<file path="src/rtl/avi_pkg.sv">
package avi_pkg;
  localparam int unsigned FRAME_LEN = 17;
  localparam int unsigned IDX_W     = $clog2(FRAME_LEN);
  localparam int unsigned CSUM_POS  = 3;
  localparam int unsigned MODE_POS  = 5;

  typedef logic [7:0] byte_t;
  typedef logic [FRAME_LEN-1:0][7:0] frame_t;

  function automatic byte_t colorimetry_code(input logic [31:0] pclk,
                                             input logic [31:0] sd_limit);
    return (pclk <= sd_limit) ? 8'h40 : 8'h80;
  endfunction

  function automatic logic narrow_picture(input logic [31:0] xres,
                                          input logic [31:0] yres,
                                          input logic [31:0] ratio_limit);
    return (xres * 32'd100) < (ratio_limit * yres);
  endfunction

  function automatic byte_t aspect_code(input logic narrow);
    return narrow ? 8'h18 : 8'h28;
  endfunction

  function automatic byte_t fixed_byte(input int unsigned pos);
    case (pos)
      0:       return 8'h82;
      1:       return 8'h02;
      2:       return 8'h0D;
      4:       return 8'h12;
      6:       return 8'h88;
      default: return 8'h00;
    endcase
  endfunction
endpackage

</file>
<file path="src/rtl/avi_mode_classify.sv">
module avi_mode_classify
  import avi_pkg::*;
#(
  parameter int unsigned PCLK_W       = 20,
  parameter int unsigned RES_W        = 12,
  parameter int unsigned SD_LIMIT_KHZ = 27000,
  parameter int unsigned RATIO_LIMIT  = 156
) (
  input  logic [PCLK_W-1:0] pclk_khz,
  input  logic [RES_W-1:0]  h_res,
  input  logic [RES_W-1:0]  v_res,
  output byte_t             mode_byte
);
  byte_t colour_part;
  byte_t shape_part;
  logic  narrow;

  always_comb begin
    colour_part = colorimetry_code(32'(pclk_khz), 32'(SD_LIMIT_KHZ));
    narrow      = narrow_picture(32'(h_res), 32'(v_res), 32'(RATIO_LIMIT));
    shape_part  = aspect_code(narrow);
    mode_byte   = colour_part | shape_part;
  end
endmodule

</file>
<file path="src/rtl/avi_frame_assemble.sv">
module avi_frame_assemble
  import avi_pkg::*;
(
  input  byte_t  mode_byte,
  output frame_t frame
);
  frame_t base;
  byte_t  partial_sum;

  for (genvar g = 0; g < FRAME_LEN; g++) begin : g_byte
    if (g == MODE_POS) begin : g_mode
      assign base[g] = mode_byte;
    end else begin : g_fixed
      assign base[g] = fixed_byte(g);
    end
  end

  always_comb begin
    partial_sum = 8'h00;
    for (int i = 0; i < FRAME_LEN; i++) begin
      if (i != CSUM_POS) partial_sum = partial_sum + base[i];
    end
    frame = base;
    frame[CSUM_POS] = 8'h00 - partial_sum;
  end
endmodule

</file>
<file path="src/rtl/avi_byte_stream.sv">
module avi_byte_stream
  import avi_pkg::*;
(
  input  logic             clk,
  input  logic             rst_n,
  input  logic             start,
  input  frame_t           frame_in,
  output logic             byte_wr,
  output logic [IDX_W-1:0] byte_idx,
  output byte_t            byte_data,
  output logic             frame_done,
  output logic             accept,
  output logic             last_byte
);
  frame_t           frame_q;
  logic             busy_q;
  logic [IDX_W-1:0] idx_q;
  logic             done_q;

  assign accept    = start && !busy_q;
  assign last_byte = busy_q && (idx_q == IDX_W'(FRAME_LEN - 1));

  always_ff @(posedge clk or negedge rst_n) begin
    if (!rst_n) begin
      frame_q <= '0;
      busy_q  <= 1'b0;
      idx_q   <= '0;
      done_q  <= 1'b0;
    end else begin
      done_q <= 1'b0;
      if (accept) begin
        frame_q <= frame_in;
        busy_q  <= 1'b1;
        idx_q   <= '0;
      end else if (last_byte) begin
        busy_q <= 1'b0;
        idx_q  <= '0;
        done_q <= 1'b1;
      end else if (busy_q) begin
        idx_q <= idx_q + IDX_W'(1);
      end
    end
  end

  assign byte_wr    = busy_q;
  assign byte_idx   = idx_q;
  assign byte_data  = busy_q ? frame_q[idx_q] : 8'h00;
  assign frame_done = done_q;
endmodule

</file>
<file path="src/rtl/avi_frame_gen.sv">
module avi_frame_gen
  import avi_pkg::*;
#(
  parameter int unsigned PCLK_W       = 20,
  parameter int unsigned RES_W        = 12,
  parameter int unsigned SD_LIMIT_KHZ = 27000,
  parameter int unsigned RATIO_LIMIT  = 156
) (
  input  logic              clk,
  input  logic              rst_n,
  input  logic              start,
  input  logic [PCLK_W-1:0] pclk_khz,
  input  logic [RES_W-1:0]  h_res,
  input  logic [RES_W-1:0]  v_res,
  output logic              byte_wr,
  output logic [IDX_W-1:0]  byte_idx,
  output logic [7:0]        byte_data,
  output logic              frame_done
);
  byte_t  mode_byte;
  frame_t frame_next;
  logic   frame_accept;
  logic   last_byte;

  avi_mode_classify #(
    .PCLK_W(PCLK_W), .RES_W(RES_W),
    .SD_LIMIT_KHZ(SD_LIMIT_KHZ), .RATIO_LIMIT(RATIO_LIMIT)
  ) classify_i (
    .pclk_khz(pclk_khz), .h_res(h_res), .v_res(v_res), .mode_byte(mode_byte)
  );

  avi_frame_assemble assemble_i (.mode_byte(mode_byte), .frame(frame_next));

  avi_byte_stream stream_i (
    .clk(clk), .rst_n(rst_n), .start(start), .frame_in(frame_next),
    .byte_wr(byte_wr), .byte_idx(byte_idx), .byte_data(byte_data),
    .frame_done(frame_done), .accept(frame_accept), .last_byte(last_byte)
  );
endmodule

</file>
<file path="config.mk">
export PLATFORM = sky130hd
export DESIGN_NAME = avi_frame_gen
export DESIGN_NICKNAME = d
export VERILOG_FILES = /design/src/rtl/avi_pkg.sv /design/src/rtl/avi_mode_classify.sv /design/src/rtl/avi_frame_assemble.sv /design/src/rtl/avi_byte_stream.sv /design/src/rtl/avi_frame_gen.sv
export SDC_FILE = /design/constraint.sdc
export NUM_CORES = 1
export LEC_CHECK = 0
export BUFFER_PORTS_ARGS = -buffer_cell sky130_fd_sc_hd__buf_2
export CORE_MARGIN = 10
export CORE_UTILIZATION = 30
export DETAILED_ROUTE_END_ITERATION = 8
export GPL_TIMING_DRIVEN = 1
export PLACE_DENSITY_LB_ADDON = 0.3
export SLEW_MARGIN = 20
export SYNTH_ARGS = -nofsm -noshare
export SYNTH_HDL_FRONTEND = slang
export SYNTH_SLANG_ARGS = --single-unit
</file>
<file path="constraint.sdc">
create_clock -name clk -period 1.9 [get_ports clk]
set_clock_uncertainty 0.2 [all_clocks]
set_input_delay 0.095 -clock clk [delete_from_list [all_inputs] [get_ports clk]]
set_output_delay 0.095 -clock clk [all_outputs]
set_load 0.02 [all_outputs]
</file>
==> impl_metrics.ini <==
[sta]
slew_viol_final = 0
relSlewSlack_pct = 74.4
worst_pin_slew_ns = 0.375
setup_slack_ns = -2.06
post-route-period-util_pct = 209
setup_viol = 2
hold_viol_final = 0
timing.final.crit_period_ns = 3.96
rsz0062_at_grt = yes
max_freq_mhz = 252

[yosys]
syn-cell-area_mm2 = 0.00359
synth_seq_cells = 13
yosysTopAreaCell = ha_1
syn_nets = 590
syn_inst = 429
synth_warnings = 0
netlist-cell-type-count = 45
synthTopCellsByArea = ha_1 31%, fa_1 15%, inv_1 9.8%
yosysTopAreaCellShare_pct = 30.7
yosysSeqAreaShare_pct = 9.07
syn_area_per_cell_um2 = 8.36

[placed_design]
placedCellCount = 712
hpwlAfterDp_um = 7520
port_buffers = 61
dp_worst_setup_slack_ns = -2.52
routabilityCongestion = 0.828

[power_and_ir_drop]
p_per_area_mw_per_mm2 = 1070
p_leak_uw = 0.00282
ir_drop_mv = 0.379

[setup_path]
cp_max_fo = 4
start_kind = input pin
arrival_ns = 3.89
cp-end-kind = flip-flop
rr_startpoint = stream_i.byte_wr
reg2reg_slack_ns = 0.32
path_cells = buf_8 -> inv_6 -> fa_1 -> inv_1 -> ha_1 -> inv_2 -> fa_1 -> inv_2 -> ha_4 -> inv_6 -> a2111oi_4 -> o21ai_2 -> o221ai_2 -> mux2i_1 -> a211oi_2 -> ha_1 -> nand3_2 -> nor3_2 -> o211ai_1 -> a211oi_2 -> nor2_1
worstReg2RegEnd = stream_i.frame_q[44]
crit_required_ns = 1.83
cpMaxStageDelayCell = fa_1
critPathKind = input pin to flip-flop
reg2regPathDepth = 5
max_stage_delay_ns = 0.53

[routing]
drt_iter0_markers = 104
wire_per_inst_um = 11.8
routed_wl_um = 8590
drc_errors = 0
drtAntennaViolNets = 0
vias = 3339
drtPass1Iterations = 4
vias_per_cell = 4.60

[grt]
antenna_found_initial = 0
grt_usage_pct = 10.4
grt-ovfl-total = 0
grt_max_degree = 14
grt_pass1_vias = 3654
grt_first_pass_wirelength_um = 15400

[clocking]
clk_latency_ns = 0.24
clock_sinks = 13
root_buffer = clkbuf_16
htree_num_levels = 1
cts_inserted_buffers = 3
cts_tree = yes
cts_buffer_depth = 2
clkTransAtPathRegs_ns = 0.05

[floorplan]
die_y_um = 129
io_pins = 62
die_area_mm2 = 0.0167
start_util_pct = 31.0
core_area_mm2 = 0.0116
rows = 39
die_width_um = 129

[worst_hold_path]
hold_path_end = stream_i.frame_q[46]
hold_class = input pin to flip-flop
hold_depth = 4
min-delay-start = pclk_khz[14]

[job]
max_cap_violations = 0

[final_layout]
drive_gt1_share_pct = 37.2
multi_input_area_mm2 = 0.00307
fin_util_pct = 44.4
fin_cells = 726
area_growth_pct = 43.3
n_antenna_cell = 0
nets = 745
fillCellCount = 1161
regArea_um2 = 330

[run_status]
status = complete, but fails checks
violations = negative setup slack
[layout make-up]
type / instances / area share [%]
Clock buffer: 3 / 1.46
Clock inverter: 1 / 0.0974
Inverter: 94 / 7.21
Multi-Input combinational cell: 314 / 59.8
Sequential cell: 13 / 6.43
Tap cell: 143 / 3.48
Timing Repair Buffer: 158 / 21.5
[cell usage in the layout (no fill, tap or decap), types with 3 or more instances in the layout]
master	n
dfrtp_2	4
o21ai_0	13
inv_1	79
nand2_1	28
nor2_1	19
dfrtp_1	9
buf_2	55
o21a_1	4
ha_4	5
buf_4	93
nand3_2	3
o21bai_1	5
inv_6	3
inv_2	11
or3_1	4
xnor2_1	17
a21oi_1	25
dlygate4sd3_1	3
clkbuf_16	3
a21oi_2	3
nand2b_1	5
buf_6	3
fa_1	25
nand3_1	6
ha_1	82
xor2_1	9
a211oi_2	3
a21o_1	6
o21ai_2	3
nand4_1	5
[synth_stat cells]
cell type  count
nand2_1       31
nand3_1        8
a211oi_1       3
a211oi_2       1
buf_4          1
ha_1          88
a2111oi_4      1
a311oi_1       1
a31oi_1        2
nor2b_1        5
nor3b_1        1
dfrtp_1       13
clkbuf_1       7
a2111oi_0      1
o21bai_1       5
a21oi_2        2
o21ai_0       14
a2111oi_2      1
a32oi_1        1
fa_1          26
o211ai_1       1
nand3_2        1
a31oi_4        1
inv_1         94
o311ai_1       1
xor2_1         9
o211a_1        1
nand2b_1       5
mux2i_1        2
a21o_1         6
o31ai_1        2
and3_1         2
nor2_1        19
or3_1          4
xnor2_1       17
a211o_1        1
o221ai_2       1
o21ai_2        3
a21oi_1       28
nand4_1        5
and2_1         1
nor3_1         5
or4_1          2
o21a_1         5
o22ai_1        1
[through the flow]
step | instance area (µm²) | hold WS (ns) | TNS (ns) | power (µW)
floorplan | 3690 | -0.401 | -4.09 | 3330
global placement | 4810 | -0.209 | -4.70 | 4590
detailed placement | 4810 | -0.193 | -5.01 | 4670
CTS | 5040 | 0.0101 | -4.15 | 5320
global route | 5140 | 0.0700 | -4.53 | 6150
finish | 5140 | 0.0170 | -4.13 | 5490
[logic make-up after synthesis]
group	synth area share [%]
flops	9.07
mux	0.558
fa+ha+maj	45.2
compound gates	16.3
xor+xnor	6.35
buf+inv	10.8
simple gates	11.8
[critical path, delay by kind of cell]
family	cells	cell delay [ns]
buffers and inverters	6	0.28
adder cells (fa/ha/maj)	5	1.93
AND/OR/NAND/NOR	3	0.30
AO/OA/AOI/OAI	6	1.04
multiplexers	1	0.24
[worst max path at each step]
stage / endpoint / startpoint / cells past startpoint
after global routing: stream_i.frame_q[44] / v_res[9] / 21
after global placement: stream_i.frame_q[45] / v_res[5] / 20
after floorplan: stream_i.frame_q[44] / v_res[5] / 20
after detailed placement: stream_i.frame_q[44] / v_res[6] / 21
after CTS: stream_i.frame_q[44] / v_res[7] / 21
final: stream_i.frame_q[44] / v_res[7] / 21
[power breakdown]
group          switching (µW)  total [µW]  internal [µW]
sequential                110         482            372
clock                     120         400            280
combinational            2350        4610           2260
total                    2580        5490           2910
[sequential cells by signal, summed over array words and instances (netlist names)]
signal	flops
stream_i.byte_idx	5
stream_i.byte_wr	1
stream_i.frame_done	1
stream_i.frame_q	6
[per-layer routing]
layer  routed length, µm  vias up  GRT usage [%]
li1                    -     1737              -
met1                3890     1562           12.9
met3                 248        5          0.938
met5                   0        -              0
met2                4400       35           19.5
met4                  57        0           1.61
[timing repair]
item                       in CTS  in global routing
pin swaps                      14                  6
setup buffers                   3                  4
setup endpoints to repair       4                 10
hold buffers                    3                  0
hold endpoints to repair       16                  0
resized for setup              37                 19
No activity file was read; power rests on OpenSTA's default activity.
